## config.mk

```make
export PLATFORM = sky130hd
export DESIGN_NAME = pwm_buffered_chan
export DESIGN_NICKNAME = d
export VERILOG_FILES = /design/src/rtl/pwm_buffered_chan.sv
export SDC_FILE = /design/constraint.sdc
export NUM_CORES = 1
export LEC_CHECK = 0
export BUFFER_PORTS_ARGS = -buffer_cell sky130_fd_sc_hd__buf_2
export CORE_MARGIN = 2
export CORE_UTILIZATION = 60
export DETAILED_ROUTE_END_ITERATION = 8
export GPL_ROUTABILITY_DRIVEN = 0
export HOLD_SLACK_MARGIN = 0.08
export PLACE_DENSITY = 0.81
export SLEW_MARGIN = 20
export SYNTH_ARGS = -nofsm -noshare
export SYNTH_HDL_FRONTEND = slang
export SYNTH_SLANG_ARGS = --single-unit
```

## constraint.sdc

```tcl
create_clock -name clk -period 3.23 [get_ports clk]
set_input_delay 0.323 -clock clk [delete_from_list [all_inputs] [get_ports clk]]
set_output_delay 0.323 -clock clk [all_outputs]
set_load 0.02 [all_outputs]
```

## src/rtl/pwm_buffered_chan.sv

```systemverilog
module pwm_buffered_chan #(
  parameter int W = 8
) (
  input  logic         clk,
  input  logic         rst_n,
  input  logic         enable,
  input  logic         tick,
  input  logic         center,
  input  logic         polarity,
  input  logic         tst_keep,
  input  logic         tst_nomatch,
  input  logic         wr_en,
  input  logic [1:0]   addr,
  input  logic [W-1:0] wdata,
  output logic [W-1:0] rdata,
  output logic         pwm_out
);

  localparam logic [1:0] A_CNT  = 2'd0;
  localparam logic [1:0] A_PER  = 2'd1;
  localparam logic [1:0] A_DUTY = 2'd2;
  localparam logic [W-1:0] ONE  = W'(1);

  logic [W-1:0] cnt, per_act, per_buf, duty_act, duty_buf;
  logic         dir_down;

  wire cnt_wr  = wr_en && (addr == A_CNT);
  wire per_wr  = wr_en && (addr == A_PER);
  wire duty_wr = wr_en && (addr == A_DUTY);
  wire step    = enable && tick;

  wire at_top   = (cnt == per_act);
  wire at_bot   = (cnt == '0);
  wire left_end = !center && at_top && !tst_nomatch;
  wire ctr_turn = center && !dir_down && at_top && !tst_nomatch;
  wire ctr_end  = center && dir_down && at_bot;
  wire reload   = cnt_wr || (step && (left_end || ctr_end));

  always_ff @(posedge clk or negedge rst_n) begin
    if (!rst_n) begin
      per_buf  <= '0;
      duty_buf <= '0;
    end else begin
      if (per_wr)  per_buf  <= wdata;
      if (duty_wr) duty_buf <= wdata;
    end
  end

  always_ff @(posedge clk or negedge rst_n) begin
    if (!rst_n) begin
      per_act  <= '0;
      duty_act <= '0;
    end else begin
      if (per_wr && !enable)       per_act <= wdata;
      else if (reload)             per_act <= per_buf;
      if (duty_wr && !enable)      duty_act <= wdata;
      else if (reload)             duty_act <= duty_buf;
    end
  end

  always_ff @(posedge clk or negedge rst_n) begin
    if (!rst_n) begin
      cnt      <= '0;
      dir_down <= 1'b0;
    end else if (cnt_wr) begin
      if (!tst_keep) begin
        cnt      <= '0;
        dir_down <= 1'b0;
      end
    end else if (step) begin
      if (!center) begin
        dir_down <= 1'b0;
        cnt      <= left_end ? '0 : cnt + ONE;
      end else if (ctr_turn) begin
        dir_down <= 1'b1;
      end else if (ctr_end) begin
        dir_down <= 1'b0;
      end else begin
        cnt <= dir_down ? cnt - ONE : cnt + ONE;
      end
    end
  end

  always_comb begin
    case (addr)
      A_CNT:   rdata = cnt;
      A_PER:   rdata = per_buf;
      A_DUTY:  rdata = duty_buf;
      default: rdata = '0;
    endcase
  end

  assign pwm_out = (cnt < duty_act) ? polarity : !polarity;

endmodule


```

Word level (Yosys, flattened, before mapping)
Index checks and enable logic that the tools add are counted.

Reductions and logical operators: 28. Muxes and demuxes: 20. $add $sub $neg: 2. Equal/unequal tests: 7. $lt $le $gt $ge: 1.

Operator list (count): $mux W8 (12); $pmux W8 S3 (1); $logic_and A1 B1 Y1 (14); $add A8 B1 Y8 const B (1); $eq A8 B8 Y1 (1); $logic_not A8 Y1 (1); $lt A8 B8 Y1 (1); $sub A8 B1 Y8 const B (1); $mux W1 (7); $ne A3 B3 Y1 const B (2); $reduce_bool A2 Y1 (3); $logic_not A1 Y1 (5); $ne A4 B1 Y1 const B (1); $reduce_and A4 Y1 (1); $reduce_and A3 Y1 (1); $eq A2 B1 Y1 const B (1); $eq A2 B2 Y1 const B (1); $logic_not A2 Y1 (1); $logic_or A1 B1 Y1 (2); $ne A2 B2 Y1 const B (1).

Logic and storage cells: 64. Input port bits: 19. Bits in registers: 41. Output and inout port bits: 9.

Longest topological paths before layout
Depth in word-level cells: 8. Depth in mapped cells: 9. Depth with buffers taken out: 6.

Least setup slack after synthesis
Ideal clock, no wire load.

Kind: flip-flop to output port. From: register cnt[1]. To: output pwm_out. Slack: 0.985 ns. Data arrival time: 1.922 ns. Required time: 2.907 ns. Stages on the path, launching flop included: 6. Cell sequence: dfrtp_1 ha_1 a21o_1 a21oi_1 o21a_1 o311ai_0.

Cells in the longest elaborated chain, start to end: 2.

RTL lines: from (decl) (RTL line 24) `logic [W-1:0] cnt, per_act, per_buf, duty_act, duty_buf;`; from (signal assigned) (RTL line 73) `cnt <= left_end ? '0 : cnt + ONE;`; from (signal assigned) (RTL line 79) `cnt <= dir_down ? cnt - ONE : cnt + ONE;`; $lt A8 B8 Y1 (RTL line 93) `assign pwm_out = (cnt < duty_act) ? polarity : !polarity;`; $mux W1 (RTL line 93); to (decl) (RTL line 16) `output logic pwm_out`.

Every way passes these cells.

Worst setup path in the final report
From: register cnt[2]. To: register duty_act[0].

Cells in the longest elaborated chain, start to end: 7. Elaborated cells between the ends (all ways): 9. Classes of those cells: eq/ne (1); reduce/logical (8).

RTL lines: $eq A8 B8 Y1 (RTL line 32) `wire at_top = (cnt == per_act);`; $logic_and A1 B1 Y1 (2 in series) (RTL line 34) `wire left_end = !center && at_top && !tst_nomatch;`; $logic_or A1 B1 Y1 (*) (RTL line 37) `wire reload = cnt_wr || (step && (left_end || ctr_end));`; $logic_and A1 B1 Y1 (*) (RTL line 37); $logic_or A1 B1 Y1 (*) (RTL line 37); $reduce_bool A2 Y1 (no line) (*); to (signal assigned) (RTL line 56) `if (duty_wr && !enable) duty_act <= wdata;`; to (signal assigned) (RTL line 57) `else if (reload) duty_act <= duty_buf;`; to (decl) (RTL line 24).

Every way passes the cells marked *; elsewhere a longest branch is shown, timed or not. A chain may end at the register's enable or synchronous reset.

==> flow_summary.json <==
{
  "grt-ovfl-total": 0,
  "netlist.area_leader.share_pct": 38.1,
  "relSlewSlack_pct": 39.6,
  "ir_drop_uv": 429,
  "port_buffers": 27,
  "root_buffer": "clkbuf_8",
  "io_pins": 28,
  "cts_hold_buf": 0,
  "crit_path_max_fanout": 17,
  "status": "completed",
  "hpwl_mm": 4.76,
  "tightest_slew_ns": 0.906,
  "cap_viol_max_count": 0,
  "finClkSkew_ns": 0.00510,
  "nets": 327,
  "initial_utilization_pct": 61.9,
  "clock_latency_ns": 0.30,
  "wire_per_inst_um": 18.5,
  "yosys_warnings": 0,
  "ctsResizeCount": 0,
  "ys_seq_elements": 41,
  "placedCellCount": 343,
  "place_area_um2": 2830,
  "pre_cts_ws_ns": 0.769,
  "hp-class": "in2async",
  "design_area_um2": 2910,
  "min_period_ns": 2.49,
  "path_clk_slew_ns": 0.08,
  "synth_edf_count": 0,
  "vias": 2202,
  "diodes": 0,
  "crit_type": "reg2reg",
  "leakage_uw": 0.00139,
  "layout_setup_ws_ns": 0.744,
  "dieArea_um2": 5050,
  "setup_violations": 0,
  "critPathBufInv": 1,
  "synth_ff_type": "dfrtp_1",
  "ctsHtreeMaxLevel": 2,
  "cp.arrival_ns": 2.64,
  "via_per_inst": 6.27,
  "ys_types": 55,
  "synth_cells": 276,
  "netlist_area_um2": 2700,
  "synthArstFlopShare_pct": 100,
  "fillers": 338,
  "netlist_top_cells_count": "dfrtp_1 (41), nand2_1 (34), o21ai_0 (27), mux2_2 (16), inv_1 (12)",
  "antenna_found_initial": 0,
  "critPathMaxStageDelay_ns": 0.65,
  "numCtsBuffers": 5,
  "cts_max_path_buffers": 2,
  "synth_area_per_cell_um2": 9.77,
  "yosysTopAreaCell": "dfrtp_1",
  "grt_max_degree": 42,
  "drtAntennaViolNets": 0,
  "ys_seq_area_share_pct": 38.1,
  "powerDensity_nw_per_um2": 570,
  "die_h_um": 71.0,
  "layout_worst_path_cycle_share_pct": 77.0,
  "cp_slowest_cell": "or2_1",
  "rows": 24,
  "slew_violations": 0,
  "core_um2": 4350,
  "synthToLayoutAreaGrowth_pct": 7.93,
  "critPathLaunchType": "flop",
  "clock-sinks": 41,
  "track_usage_pct": 28.1,
  "final_util_pct": 66.8,
  "cp_top_family": "simple AND/OR/NAND/NOR gates",
  "hold_viol": 0,
  "worstPathRequired_ns": 3.38,
  "synthTopCellsByArea": "dfrtp_1 (38%), mux2_2 (6.7%), o21ai_0 (5.0%), nand2_1 (4.7%), ha_1 (4.6%)",
  "grt_pass1_wl_mm": 10.9,
  "endpoint_kind": "flop",
  "cts_tree": "yes",
  "reg2regPathDepth": 6,
  "die_w_um": 71.0,
  "synth_most_common_cell": "dfrtp_1",
  "wirelength_mm": 6.51,
  "rsz0062_at_grt": "no",
  "firstDrtPassIters": 4,
  "rrSetupSlack_ns": 0.74,
  "r2r_end": "duty_act[0]",
  "path_cells": "xor2_1 > nor4_4 > and4_1 > buf_4 > or2_1 > o311ai_1",
  "layout-drive-gt1-share_pct": 24.1,
  "cts_setup_buffers": 0,
  "first_global_vias": 2166,
  "r2r-start": "cnt[2]",
  "remaining_drc_errors": 0,
  "setup_tns_ns": 0,
  "syn_nets": 305,
  "max_freq_mhz": 402,
  "instances_no_fill": 351,
  "drt_iter0_drc": 155
}
==> layout make-up <==
class	instances	area, µm²	share of cell area [%]
clock inverters	1	7.51	0.258
repair buffers	34	188	6.45
well taps	52	65.1	2.24
multi-input cells	204	1500	51.6
flip-flops and latches	41	1030	35.3
inverters	12	45.0	1.55
clock buffers	7	76.3	2.62
==> where the power goes <==
| group | switching [µW] | internal [µW] |
|---|---|---|
| clock | 180 | 153 |
| combinational | 311 | 263 |
| sequential | 128 | 625 |
| total | 618 | 1040 |
==> layout by cell type, fill, tap and decap left out, types with 3 or more instances in the layout <==
| master | netlist | layout |
|---|---|---|
| o21bai_1 | 4 | 4 |
| and4_1 | 5 | 5 |
| o211ai_2 | 8 | 8 |
| nor2_1 | 9 | 9 |
| a21oi_1 | 3 | 3 |
| nand3_1 | 7 | 7 |
| nor3_1 | 3 | 3 |
| mux2_2 | 16 | 16 |
| o311a_1 | 4 | 4 |
| xor2_1 | 8 | 8 |
| nand4_1 | 4 | 4 |
| dfrtp_1 | 41 | 41 |
| o211ai_1 | 3 | 3 |
| mux2i_1 | 10 | 10 |
| o21ai_0 | 27 | 27 |
| nand2_1 | 34 | 34 |
| nor2b_1 | 5 | 5 |
| ha_1 | 10 | 10 |
| or2_2 | 3 | 3 |
| clkbuf_8 | 0 | 5 |
| or3_1 | 4 | 4 |
| inv_1 | 12 | 12 |
| buf_2 | 4 | 27 |
| buf_4 | 3 | 7 |
==> registers in the layout (all words and copies together) (netlist names) <==
name / count
per_buf: 8
cnt: 8
dir_down: 1
duty_buf: 8
per_act: 8
duty_act: 8
==> through the flow <==
stage	total power [µW]	hold slack, ns
floorplan	1160	0.0274
global placement	1310	0.507
detailed placement	1330	0.506
CTS	1660	0.184
global route	1760	0.226
finish	1660	0.137
==> cells by family (layout without fill, tap and decap cells) <==
group,count (synthesis),count (layout),synth area share [%]
multiplexers,26,26,10.4
adder cells (fa/ha/maj),10,10,4.64
buffers and inverters,31,54,6.22
XOR/XNOR,10,10,3.25
AND/OR/NAND/NOR,89,89,18.1
flip-flops,41,41,38.1
AO/OA/AOI/OAI,69,69,19.3
==> how the worst max path moves through the flow <==
stage / from / to / slack (ns) / cells after the start
after floorplan: cnt[1] / pwm_out / 0.98 / 5
after global placement: cnt[4] / duty_act[7] / 0.87 / 6
after detailed placement: cnt[2] / duty_act[7] / 0.77 / 6
after CTS: cnt[2] / duty_act[7] / 0.77 / 6
after global routing: cnt[4] / duty_act[7] / 0.59 / 6
final: cnt[2] / duty_act[0] / 0.74 / 6
==> metal layers <==
layer  part of all wire [%]  track usage [%]  vias to the layer above  wire [µm]
met5                      0                0                        -          0
met4                    1.9             11.7                        0        121
met3                    5.7             6.13                        9        371
met2                     46             42.2                       71       3000
met1                     46             39.4                     1081       3020
li1                       -                -                     1041          -
==> worst register-to-register path, delay by kind of cell (launching register included) <==
| kind | cells | cell delay [ns] |
|---|---|---|
| AOI/OAI and AO/OA | 1 | 0.18 |
| xor gates and xnor gates | 1 | 0.23 |
| buffers and inverters | 1 | 0.20 |
| DFF | 1 | 0.49 |
| and+or+nand+nor | 3 | 1.23 |
No activity file was read; power rests on OpenSTA's default activity.
